$ cat src/rtl/wdg_pkg.sv
`timescale 1ns/1ps
package wdg_pkg;
   typedef enum logic [1:0] {
      WD_IDLE  = 2'd0,   // system reset held, timer cleared
      WD_WAIT  = 2'd1,   // expired, waiting for the reset controller
      WD_START = 2'd2,   // long first window
      WD_RUN   = 2'd3    // normal window
   } wd_state_t;

   function automatic int unsigned cnt_width(input int unsigned max_val);
      return (max_val < 2) ? 1 : $clog2(max_val + 1);
   endfunction
endpackage

$ cat src/rtl/wdg_kick_sync.sv
`timescale 1ns/1ps
module wdg_kick_sync #(
   parameter int unsigned SYNC_STAGES = 2
) (
   input  logic clk,
   input  logic arst_n,
   input  logic kick_i,
   output logic edge_o
);
   logic [SYNC_STAGES-1:0] sync_q;
   logic                   prev_q;

   genvar gi;
   generate
      for (gi = 0; gi < SYNC_STAGES; gi++) begin : g_stage
         if (gi == 0) begin : g_first
            always_ff @(posedge clk or negedge arst_n) begin
               if (!arst_n) sync_q[0] <= 1'b0;
               else         sync_q[0] <= kick_i;
            end
         end else begin : g_next
            always_ff @(posedge clk or negedge arst_n) begin
               if (!arst_n) sync_q[gi] <= 1'b0;
               else         sync_q[gi] <= sync_q[gi-1];
            end
         end
      end
   endgenerate

   always_ff @(posedge clk or negedge arst_n) begin
      if (!arst_n) prev_q <= 1'b0;
      else         prev_q <= sync_q[SYNC_STAGES-1];
   end

   assign edge_o = sync_q[SYNC_STAGES-1] ^ prev_q;
endmodule

$ cat src/rtl/wdg_tick_gen.sv
`timescale 1ns/1ps
module wdg_tick_gen #(
   parameter int unsigned TICK_DIV = 4
) (
   input  logic clk,
   input  logic arst_n,
   output logic tick_o
);
   generate
      if (TICK_DIV == 1) begin : g_every
         assign tick_o = 1'b1;
      end else begin : g_div
         localparam int unsigned PW = $clog2(TICK_DIV);
         localparam logic [PW-1:0] LAST = PW'(TICK_DIV - 1);
         logic [PW-1:0] pre_q;
         always_ff @(posedge clk or negedge arst_n) begin
            if (!arst_n)            pre_q <= '0;
            else if (pre_q == LAST) pre_q <= '0;
            else                    pre_q <= pre_q + 1'b1;
         end
         assign tick_o = (pre_q == LAST);
      end
   endgenerate
endmodule

$ cat src/rtl/wdg_window_timer.sv
`timescale 1ns/1ps
module wdg_window_timer
   import wdg_pkg::*;
#(
   parameter int unsigned NORM_TICKS  = 5,
   parameter int unsigned START_TICKS = 20,
   parameter int unsigned CNT_W       = 5
) (
   input  logic             clk,
   input  logic             arst_n,
   input  logic             sys_rst_i,
   input  logic             off_i,
   input  logic             edge_i,
   input  logic             tick_i,
   output logic             expire_o,
   output wd_state_t        state_o,
   output logic [CNT_W-1:0] cnt_o
);
   localparam logic [CNT_W-1:0] START_LAST = CNT_W'(START_TICKS - 1);
   localparam logic [CNT_W-1:0] NORM_LAST  = CNT_W'(NORM_TICKS - 1);

   wd_state_t        st_q, st_d;
   logic [CNT_W-1:0] cnt_q, cnt_d, lim;
   logic             fire, exp_q;

   always_comb begin
      st_d  = st_q;
      cnt_d = cnt_q;
      fire  = 1'b0;
      lim   = (st_q == WD_START) ? START_LAST : NORM_LAST;
      if (sys_rst_i) begin
         st_d  = WD_IDLE;
         cnt_d = '0;
      end else begin
         unique case (st_q)
            WD_IDLE: begin
               st_d  = WD_START;
               cnt_d = '0;
            end
            WD_WAIT: cnt_d = '0;
            WD_START, WD_RUN: begin
               if (edge_i) begin
                  st_d  = WD_RUN;
                  cnt_d = '0;
               end else if (off_i) begin
                  cnt_d = '0;
               end else if (tick_i) begin
                  if (cnt_q == lim) begin
                     fire  = 1'b1;
                     st_d  = WD_WAIT;
                     cnt_d = '0;
                  end else begin
                     cnt_d = cnt_q + 1'b1;
                  end
               end
            end
            default: st_d = WD_IDLE;
         endcase
      end
   end

   always_ff @(posedge clk or negedge arst_n) begin
      if (!arst_n) begin
         st_q  <= WD_IDLE;
         cnt_q <= '0;
         exp_q <= 1'b0;
      end else begin
         st_q  <= st_d;
         cnt_q <= cnt_d;
         exp_q <= fire;
      end
   end

   assign expire_o = exp_q;
   assign state_o  = st_q;
   assign cnt_o    = cnt_q;
endmodule

$ cat src/rtl/wdg_supervisor.sv
`timescale 1ns/1ps
module wdg_supervisor
   import wdg_pkg::*;
#(
   parameter int unsigned TICK_DIV    = 1000,
   parameter int unsigned NORM_TICKS  = 1600,
   parameter int unsigned START_TICKS = 54000,
   parameter int unsigned SYNC_STAGES = 2
) (
   input  logic clk,
   input  logic arst_n,
   input  logic sys_rst,
   input  logic kick_in,
   input  logic wd_off,
   output logic wd_expire
);
   localparam int unsigned CNT_W = cnt_width(START_TICKS);

   generate
      if (TICK_DIV < 1) begin : g_bad_div
         $error("TICK_DIV must be at least 1");
      end
      if (NORM_TICKS < 2) begin : g_bad_norm
         $error("NORM_TICKS must be at least 2");
      end
      if (START_TICKS <= NORM_TICKS) begin : g_bad_start
         $error("START_TICKS must exceed NORM_TICKS");
      end
      if (SYNC_STAGES < 2) begin : g_bad_sync
         $error("SYNC_STAGES must be at least 2");
      end
   endgenerate

   logic             kick_edge;
   logic             tick;
   wd_state_t        tmr_state;
   logic [CNT_W-1:0] tmr_cnt;

   wdg_kick_sync #(.SYNC_STAGES(SYNC_STAGES)) u_sync (
      .clk(clk), .arst_n(arst_n), .kick_i(kick_in), .edge_o(kick_edge)
   );

   wdg_tick_gen #(.TICK_DIV(TICK_DIV)) u_tick (
      .clk(clk), .arst_n(arst_n), .tick_o(tick)
   );

   wdg_window_timer #(
      .NORM_TICKS(NORM_TICKS), .START_TICKS(START_TICKS), .CNT_W(CNT_W)
   ) u_tmr (
      .clk(clk), .arst_n(arst_n), .sys_rst_i(sys_rst), .off_i(wd_off),
      .edge_i(kick_edge), .tick_i(tick), .expire_o(wd_expire),
      .state_o(tmr_state), .cnt_o(tmr_cnt)
   );
endmodule

$ cat config.mk
export PLATFORM = sky130hd
export DESIGN_NAME = wdg_supervisor
export DESIGN_NICKNAME = d
export VERILOG_FILES = /design/src/rtl/wdg_pkg.sv /design/src/rtl/wdg_kick_sync.sv /design/src/rtl/wdg_tick_gen.sv /design/src/rtl/wdg_window_timer.sv /design/src/rtl/wdg_supervisor.sv
export SDC_FILE = /design/constraint.sdc
export NUM_CORES = 1
export LEC_CHECK = 0
export BUFFER_PORTS_ARGS = -buffer_cell sky130_fd_sc_hd__buf_4
export CAP_MARGIN = 15
export CORE_ASPECT_RATIO = 0.7
export CORE_UTILIZATION = 55
export CTS_BUF_LIST = sky130_fd_sc_hd__clkbuf_8
export DETAILED_ROUTE_END_ITERATION = 10
export PLACE_DENSITY = 0.72
export SLEW_MARGIN = 20
export SYNTH_ARGS = -nofsm -noshare
export SYNTH_HDL_FRONTEND = slang
export SYNTH_SLANG_ARGS = --single-unit
$ cat constraint.sdc
create_clock -name clk -period 5.1 [get_ports clk]
set_clock_uncertainty 0.2 [all_clocks]
set_input_delay 0.255 -clock clk [delete_from_list [all_inputs] [get_ports clk]]
set_output_delay 0.255 -clock clk [all_outputs]
set_load 0.005 [all_outputs]
==> flow_metrics.tcl, run 1 <==
set metrics [dict create \
    fin_crit_ns 2.64 \
    syn_inst 172 \
    grt.overflow.total 0 \
    synthToLayoutAreaGrowth_pct 13.0 \
    cts-hold-fix-buffers 3 \
    layout.nets 190 \
    hp-start "wd_off" \
    tritoncts_num_sinks 32 \
    powerDensity_mw_per_mm2 279 \
    yosysSeqAreaShare_pct 50.0 \
    count_of_cells_resized_by_post_cts_repair 0 \
    antenna_left 0 \
    timing.hold.worst.class "in -> reg" \
    detail_route.iter0.violations 65 \
    share_of_cells_above_drive_strength_1_pct 8.70 \
    multiInputGateArea_um2 761 \
    crit_arrival_ns 2.63 \
    cts-htree-levels 2 \
    path_clk_slew_ns 0.06 \
    syn-cell-area_mm2 0.00160 \
    timing.setup.critical_path_class "reg -> reg" \
    worstReg2RegEnd "u_tmr.cnt_o[14]" \
    first_global_vias 1152 \
    post-route-period-util_pct 51.8 \
    dieArea_mm2 0.00313 \
    outcome "finished clean" \
    clock_tree.root_cell "clkbuf_8" \
    cp-startpoint "u_tick.g_div.pre_q[0]" \
    finalSetupTns_ns 0 \
    floorplan.rows 15 \
    postRouteWirelength_mm 3.23 \
    grt_start_max_net_pins 33 \
    rr_worst_depth 5 \
    post_drt_via_cell_ratio 6.00 \
    avgSynthCellArea_um2 9.31 \
    timing.fmax_mhz 379 \
    irDropWorstVdd_uv 195 \
    r2r_start "u_tick.g_div.pre_q[0]" \
    post-cts-setup-buffers 0 \
    diodes 0 \
    timing.final.ws_setup_ns 2.46 \
    path_max_fanout 18 \
    kind_of_launch_point_of_the_worst_setup_path "flip-flop" \
    coreArea_mm2 0.00261 \
    final-hold-violation-count 0 \
    synth-warning-count 0 \
    yosysUniqueCellTypes 38 \
    crit_end "u_tmr.cnt_o[14]" \
    dp.final_hpwl_mm 2.27 \
    grt.total_usage_pct 24.9 \
    mostFrequentLayoutCell "dfrtp_1" \
    maxSlewHeadroom_pct 52.3 \
    synthesis.nets 179 \
    static-leakage-power_nw 0.717 \
    drv_slew 0 \
    yosys_register_bits 32 \
    regArea_um2 801 \
    pre_cts_worst_setup_slack_ns 2.48 \
    placement.io_buffers 5 \
    detailroute.via_count 1308 \
    worst_ep_required_time_ns 5.09 \
    regToRegSetupSlack_ns 2.46 \
    die_height_um 47.1 \
    clockBufferDepth 2 \
    finalSetupViolations 0 \
    die_w_um 66.5 \
    floorplan.initialDensity_pct 61.4 \
    first_pass_iters 4 \
    final_cell_mix "dfrtp_1, nor2_1, nand3_1, nand2_1" \
    cts_buffers 5 \
    filler_cell_count 221 \
    fin_total_pwr_uw 505 \
    grt_first_pass_wirelength_mm 5.46 \
    transition_at_the_pin_with_the_smallest_max_transition_slack_ns 0.710 \
    grt_antenna_before_repair 0 \
    max_cap_viol_count 0 \
    cts_tree "done" \
    post-route-drc-count 0 \
    setup_repair_after_global_routing_missed_its_margin "false" \
    routedWlPerCell_um 14.8 \
    num_io_pins 6 \
    place.gp.congestion 0.850 \
    clock_insertion_delay_worst_skew_ns 0.28 \
    nature_of_the_critical_path_endpoint "flip-flop" \
]
[stage by stage]
step | hold slack, ns | util [%] | std cells | instance area [um^2]
after detailed placement | 0.0119 | 64.1 | 207 | 1670
after floorplan | -0.241 | - | 172 | 1600
after global placement | 0.0113 | 64.1 | 207 | 1670
after CTS | 0.0278 | 69.4 | 218 | 1810
final | 0.0293 | 69.4 | 218 | 1810
after global routing | 0.0377 | 69.4 | 218 | 1810
[cells by family (layout without fill, tap and decap cells)]
kind of cell | after synthesis | after routing | share of synthesized area (%)
XOR/XNOR | 11 | 11 | 6.02
flip-flops | 32 | 32 | 50.0
buffers and inverters | 10 | 22 | 2.50
adder cells (fa/ha/maj) | 2 | 2 | 1.56
AND/OR/NAND/NOR | 90 | 90 | 28.8
AO/OA/AOI/OAI | 27 | 27 | 11.1
[layer usage]
metal	vias to the layer above	part of all wire, %	global-route usage, %
met5	-	0	0
met4	0	1.2	8.94
met3	6	3.3	6.55
met2	21	44	36.3
met1	631	52	36.3
li1	650	-	-
[cell usage after synthesis]
library cell / instances / area share (%)
a311oi_1: 2 / 1.1
nor4b_1: 1 / 0.55
xnor2_1: 4 / 2.2
a21oi_1: 7 / 2.2
ha_1: 2 / 1.6
or2_2: 1 / 0.39
dfrtp_1: 32 / 50
and3_1: 3 / 1.2
a211oi_1: 1 / 0.47
and4_1: 1 / 0.55
clkbuf_1: 4 / 0.94
a31oi_1: 6 / 2.3
o211ai_1: 2 / 0.94
o21ai_0: 3 / 0.94
a221oi_1: 1 / 0.55
nor2b_1: 1 / 0.39
or3b_1: 1 / 0.55
o41ai_1: 1 / 0.55
nand4b_1: 1 / 0.55
or3_1: 2 / 0.78
nor3_1: 5 / 1.6
nand3_2: 1 / 0.63
nand3_1: 18 / 5.6
nand4_1: 2 / 0.78
nand3b_1: 2 / 0.94
buf_2: 2 / 0.63
o311ai_0: 1 / 0.55
nor2_1: 21 / 4.9
inv_1: 4 / 0.94
or4_1: 1 / 0.47
nor4_1: 5 / 2.0
xor2_1: 7 / 3.8
or4b_1: 2 / 1.3
o31ai_1: 2 / 0.94
a211o_1: 1 / 0.55
nand2b_1: 3 / 1.2
nand2_1: 18 / 4.2
and2_1: 1 / 0.39
[worst min path at each step]
stage | depth (start not counted) | slack [ns] | end
6_report | 3 | 0.03 | u_tmr.state_o[0]
5_1_grt | 3 | 0.04 | u_tmr.state_o[0]
4_1_cts | 3 | 0.03 | u_tmr.state_o[0]
3_5_place_dp | 1 | 0.01 | u_sync.prev_q
3_3_place_gp | 1 | 0.01 | u_sync.prev_q
2_1_floorplan | 0 | -0.24 | u_sync.prev_q
[flip-flops by register name, indices dropped and copies added, names as in the netlist]
register	flops
u_sync.prev_q	1
u_sync.sync_q	2
u_tick.g_div.pre_q	10
u_tmr.cnt_o	16
u_tmr.expire_o	1
u_tmr.state_o	2
[cell type report]
class,count,share of cell area (%)
Clock inverter,3,2.14
Tap cell,34,2.35
Inverter,4,0.830
Sequential cell,32,44.3
Timing Repair Buffer,10,4.56
Clock buffer,5,3.80
Multi-Input combinational cell,130,42.0
[worst max-delay path, stage by stage, from the launching register on]
cell and delay (ns):
dfrtp_1 0.38, ha_1 0.21, or3b_1 0.39, or3_1 0.63, or4b_1 0.59, a31oi_1 0.14
[where the power goes]
group          switching, mW  internal (mW)  total, mW  leakage, nW
Clock                 0.0888          0.143      0.232       0.0593
Combinational        0.00964        0.00586     0.0155        0.235
Sequential           0.00164          0.256      0.258        0.423
Note: power is estimated with default switching activity, not from simulation.
==> run 2: changes to the inputs <==
PLACE_DENSITY = 0.75   (was 0.72)
clock period = 2.15 ns   (was 5.1 ns; I/O delays follow)
==> run 2 against run 1 <==
Net effect: the flow now finishes with violations (negative setup slack); largest power group unchanged; highest routed layer unchanged; wire length rose by 28%; critical path depth did not move; maximum frequency rose by 15%; final cell count rose by 13%; critical endpoint unchanged.
==> flow_metrics.tcl, run 2 (synthesis results as in run 1) <==
set metrics [dict create \
    grt_first_pass_wirelength_mm 6.20 \
    post_drt_via_cell_ratio 6.22 \
    transition_at_the_pin_with_the_smallest_max_transition_slack_ns 0.708 \
    static-leakage-power_nw 0.891 \
    tritoncts_num_sinks 32 \
    detailroute.via_count 1531 \
    largest_register_ffs 16 \
    maxSlewHeadroom_pct 52.8 \
    filler_cell_count 144 \
    worstReg2RegEnd "u_tmr.cnt_o[14]" \
    final_design_area_no_fill_mm2 0.00214 \
    powerDensity_mw_per_mm2 565 \
    detail_route.iter0.violations 199 \
    highest_layer_used_for_signal_routing "met4" \
    worst_ep_required_time_ns 2.14 \
    path_max_fanout 4 \
    regToRegSetupSlack_ns -0.14 \
    max_cap_viol_count 0 \
    layout.nets 218 \
    post-route-drc-count 0 \
    final-hold-violation-count 0 \
    crit_end "u_tmr.cnt_o[14]" \
    coreArea_mm2 0.00261 \
    dr_wl_met2_mm 2.01 \
    kind_of_launch_point_of_the_worst_setup_path "flip-flop" \
    share_of_cells_above_drive_strength_1_pct 28.3 \
    finalSetupViolations 9 \
    clock_tree.root_cell "clkbuf_8" \
    floorplan.initialDensity_pct 61.4 \
    grt.total_usage_pct 28.2 \
    synthToLayoutAreaGrowth_pct 33.6 \
    die_w_um 66.5 \
    sum_of_routed_wire_segments_on_met1_mm 1.73 \
    first_global_vias 1337 \
    dp.final_hpwl_mm 2.58 \
    rr_worst_depth 5 \
    timing.critical_path.slowest_cell_delay_ns 0.52 \
    crit_arrival_ns 2.28 \
    cts_tree "done" \
    placement.io_buffers 5 \
    floorplan.rows 15 \
    outcome "complete, but fails checks" \
    cts-htree-levels 2 \
    fin_crit_ns 2.29 \
    cpMaxStageDelayCell "or4b_1" \
    drv_slew 0 \
    timing.hold.worst.class "in -> async" \
    path_clk_slew_ns 0.07 \
    final.hold.worst_slack_ns 0.0894 \
    worst_path_top_cell_family_by_delay "simple AND/OR/NAND/NOR gates" \
    clockBufferDepth 2 \
    grt_antenna_before_repair 0 \
    timing.setup.critical_path_class "reg -> reg" \
    cp_cell_sequence "ha_2 -> or3b_4 -> or3_4 -> or4b_1 -> a31oi_1" \
    multiInputGateArea_um2 868 \
    final_cell_mix "dfrtp_1, buf_4, nor2_1" \
    placed_cell_area_mm2 0.00184 \
    post-route-period-util_pct 106 \
    grt.overflow.total 0 \
    utilization_of_the_core_after_routing_pct 82.0 \
    grt_start_max_net_pins 33 \
    timing.final.ws_setup_ns -0.139 \
    antenna_left 0 \
    cts_buffers 5 \
    clock_insertion_delay_worst_skew_ns 0.29 \
    diodes 0 \
    cp_num_cells 5 \
    timing.fmax_mhz 437 \
    r2r_start "u_tick.g_div.pre_q[1]" \
    dieArea_mm2 0.00313 \
    num_io_pins 6 \
    die_height_um 47.1 \
    nature_of_the_critical_path_endpoint "flip-flop" \
    mostFrequentLayoutCell "dfrtp_1" \
    cp-startpoint "u_tick.g_div.pre_q[1]" \
    irDropWorstVdd_uv 724 \
    postRouteWirelength_mm 4.15 \
    setup_repair_after_global_routing_missed_its_margin "true" \
    detailroute.wirelength.met3_um 308 \
    regArea_um2 802 \
    failed_checks "negative setup slack" \
    first_pass_iters 4 \
    place.gp.congestion 0.871 \
    routedWlPerCell_um 16.9 \
    finalSetupTns_ns -0.531 \
    timing.critical_path.buf_inv 0 \
]
run 2: through the flow:
step	total power, mW	std cells	setup WS [ns]
after CTS	1.21	242	-0.0981
after floorplan	0.634	172	-0.152
after detailed placement	0.657	230	-0.132
final	1.21	246	-0.139
after global routing	1.25	246	-0.196
after global placement	0.654	230	-0.0443
run 2: routing by layer:
metal  vias up  global-route usage, %
met5         -                      0
met4         0                   9.79
met3        13                   6.55
met2        73                   47.8
met1       744                   36.6
li1        701                      -
run 2: area by class of cell:
type	count	area share [%]
clock buffer	5	3.22
clock inverter	3	1.81
inverter	4	0.702
multi-input combinational	130	40.6
sequential	32	37.5
tap	34	1.99
timing repair buffer	38	14.2
run 2: how the worst min path moves through the flow:
stage,to,start,slack (ns),cells past startpoint
after detailed placement,u_tmr.state_o[1],arst_n,-0.14,1
after floorplan,u_sync.prev_q,arst_n,-0.39,0
after global placement,u_sync.prev_q,arst_n,-0.14,1
final,u_sync.prev_q,arst_n,0.09,2
after global routing,u_sync.prev_q,arst_n,0.15,2
after CTS,u_tick.g_div.pre_q[5],arst_n,0.10,2
run 2: where the power goes:
group / switching, mW / internal (mW) / total (mW)
Clock: 0.215 / 0.339 / 0.553
Sequential: 0.00358 / 0.608 / 0.611
Combinational: 0.0266 / 0.0170 / 0.0436
Total: 0.245 / 0.963 / 1.21
run 2: what timing repair did:
item	CTS	global route
hold buffers	4	0
hold endpoints to repair	35	0
gates resized for setup	9	17
setup buffers	0	4
pin swaps	3	6
gates cloned	0	1
endpoints found under the setup margin	13	18
==> run 3: changes to the inputs <==
--- a/config.mk
+++ b/config.mk
@@ -9,8 +9,7 @@
 export CAP_MARGIN = 15
 export CORE_ASPECT_RATIO = 0.7
-export CORE_UTILIZATION = 55
-export CTS_BUF_LIST = sky130_fd_sc_hd__clkbuf_8
+export CORE_UTILIZATION = 54
 export DETAILED_ROUTE_END_ITERATION = 10
-export PLACE_DENSITY = 0.75
+export PLACE_DENSITY = 0.74
 export SLEW_MARGIN = 20
 export SYNTH_ARGS = -nofsm -noshare
==> constraint.sdc (replaced) <==
create_clock -name clk -period 2.15 [get_ports clk]
set_clock_uncertainty 0.2 [all_clocks]
set_input_delay 0.1075 -clock clk [delete_from_list [all_inputs] [get_ports clk]]
set_output_delay 0.1075 -clock clk [all_outputs]
set_load 0.1 [all_outputs]
==> run 3 against run 2 <==
Net effect: the run still ends with negative setup slack left; first-iteration DRC count shrank 45%; clock-buffer cell count is the same; global-route usage shrank 1.1 points; via count shrank 1.6%; core utilization shrank 6.3 points; critical path depth is the same; register-to-register slack gained 0.06 ns; final area shrank 0.88%; clock power grew 7.1%; wire length shrank 1.4%; largest cell class unchanged; highest routed layer unchanged.
==> flow_metrics.tcl, run 3 (synthesis results as in run 1) <==
set metrics [dict create \
    diodes 0 \
    kind_of_launch_point_of_the_worst_setup_path "flip-flop" \
    finalSetupViolations 8 \
    grt_start_max_net_pins 33 \
    timing.fmax_mhz 449 \
    regArea_um2 801 \
    fin_crit_ns 2.23 \
    synthToLayoutAreaGrowth_pct 32.4 \
    grt_first_pass_wirelength_mm 5.95 \
    drv_slew 0 \
    clockBufferDepth 2 \
    cp_num_cells 5 \
    floorplan.rows 16 \
    final.hold.worst_slack_ns 0.0731 \
    first_pass_iters 4 \
    clock_insertion_delay_worst_skew_ns 0.30 \
    timing.hold.worst.class "in -> async" \
    crit_end "u_tmr.cnt_o[14]" \
    rr_worst_depth 5 \
    timing.final.ws_setup_ns -0.0775 \
    detailroute.via_count 1507 \
    timing.setup.critical_path_class "reg -> reg" \
    pre_cts_worst_setup_slack_ns -0.134 \
    max_cap_viol_count 0 \
    routedWlPerCell_um 16.4 \
    cpMaxStageDelayCell "or4b_1" \
    die_w_um 67.1 \
    outcome "complete, but fails checks" \
    grt.total_usage_pct 27.0 \
    place.gp.congestion 0.891 \
    first_global_vias 1383 \
    cp-startpoint "u_tick.g_div.pre_q[0]" \
    die_height_um 47.6 \
    r2r_start "u_tick.g_div.pre_q[0]" \
    worst_path_top_cell_family_by_delay "simple AND/OR/NAND/NOR gates" \
    mostFrequentLayoutCell "buf_4" \
    detail_route.iter0.violations 109 \
    nature_of_the_critical_path_endpoint "flip-flop" \
    share_of_cells_above_drive_strength_1_pct 27.1 \
    setup_repair_after_global_routing_missed_its_margin "true" \
    coreArea_mm2 0.00280 \
    maxSlewHeadroom_pct 54.2 \
    static-leakage-power_nw 0.900 \
    grt_antenna_before_repair 0 \
    post-route-drc-count 0 \
    placement.io_buffers 5 \
    placed_cell_area_mm2 0.00183 \
    worst_ep_required_time_ns 2.17 \
    transition_at_the_pin_with_the_smallest_max_transition_slack_ns 0.687 \
    layout.nets 220 \
    cp_cell_sequence "ha_2 -> or3b_4 -> or3_4 -> or4b_1 -> a31oi_1" \
    cts_buffers 5 \
    antenna_left 0 \
    multiInputGateArea_um2 831 \
    post-route-period-util_pct 104 \
    cts-htree-levels 2 \
    powerDensity_mw_per_mm2 586 \
    cts_tree "done" \
    dp.final_hpwl_mm 2.61 \
    largest_register_ffs 16 \
    num_io_pins 6 \
    timing.critical_path.slowest_cell_delay_ns 0.51 \
    clock_tree.root_cell "clkbuf_8" \
    worstReg2RegEnd "u_tmr.cnt_o[14]" \
    final_design_area_no_fill_mm2 0.00212 \
    path_clk_slew_ns 0.08 \
    path_max_fanout 4 \
    failed_checks "negative setup slack" \
    dieArea_mm2 0.00319 \
    regToRegSetupSlack_ns -0.08 \
    irDropWorstVdd_uv 438 \
    final_cell_mix "buf_4, dfrtp_1, nor2_1" \
    timing.critical_path.buf_inv 0 \
    tritoncts_num_sinks 32 \
    grt.overflow.total 0 \
    crit_arrival_ns 2.24 \
    postRouteWirelength_mm 4.09 \
    filler_cell_count 166 \
    post_drt_via_cell_ratio 6.03 \
    floorplan.initialDensity_pct 57.1 \
    final-hold-violation-count 0 \
]
run 3: area by class of cell:
cell class	count	area share [%]
inverter	4	0.708
multi-input combinational	130	39.2
sequential	32	37.8
tap	36	2.12
clock inverter	3	2.01
clock buffer	5	3.24
timing repair buffer	40	15.0
run 3: routing by layer:
layer / GRT usage [%] / part of all wire (%) / vias up
met1: 33.5 / 43 / 739
met2: 44.0 / 49 / 57
met5: 0 / 0 / -
li1: - / - / 700
met3: 6.90 / 5.7 / 11
met4: 16.2 / 2.5 / 0
run 3: how the worst min path moves through the flow:
stage           start          endpoint
2_1_floorplan  arst_n     u_sync.prev_q
3_3_place_gp   arst_n  u_sync.sync_q[1]
3_5_place_dp   arst_n  u_sync.sync_q[0]
4_1_cts        arst_n  u_sync.sync_q[1]
5_1_grt        arst_n  u_sync.sync_q[0]
6_report       arst_n  u_sync.sync_q[1]
run 3: power breakdown:
group | switching, mW | internal, mW
registers | 0.00384 | 0.607
clock network | 0.249 | 0.343
logic | 0.0248 | 0.0155
total | 0.277 | 0.965
run 3: repair_timing:
| item | 4_1_cts | 5_1_grt |
|---|---|---|
| hold endpoints to repair | 35 | 0 |
| endpoints found under the setup margin | 9 | 17 |
| pin swaps | 3 | 3 |
| gates resized for setup | 10 | 7 |
| buffers inserted | 5 | 3 |
| hold buffers | 4 | 0 |
| cloned | 0 | 0 |
run 3: per-stage QoR:
step                power (mW)  std cells  TNS, ns  utilization, %
finish                    1.24        250   -0.325            75.7
global route              1.26        250    -1.21            75.7
CTS                       1.24        247   -0.253            73.6
detailed placement       0.657        230   -0.834            65.4
global placement         0.654        230   -0.279            65.4
floorplan                0.634        172   -0.424               -
run 3: worst register-to-register path: stages (launching register included):
cell	delay (ns)
dfrtp_1	0.35
ha_2	0.18
or3b_4	0.37
or3_4	0.40
or4b_1	0.51
a31oi_1	0.14
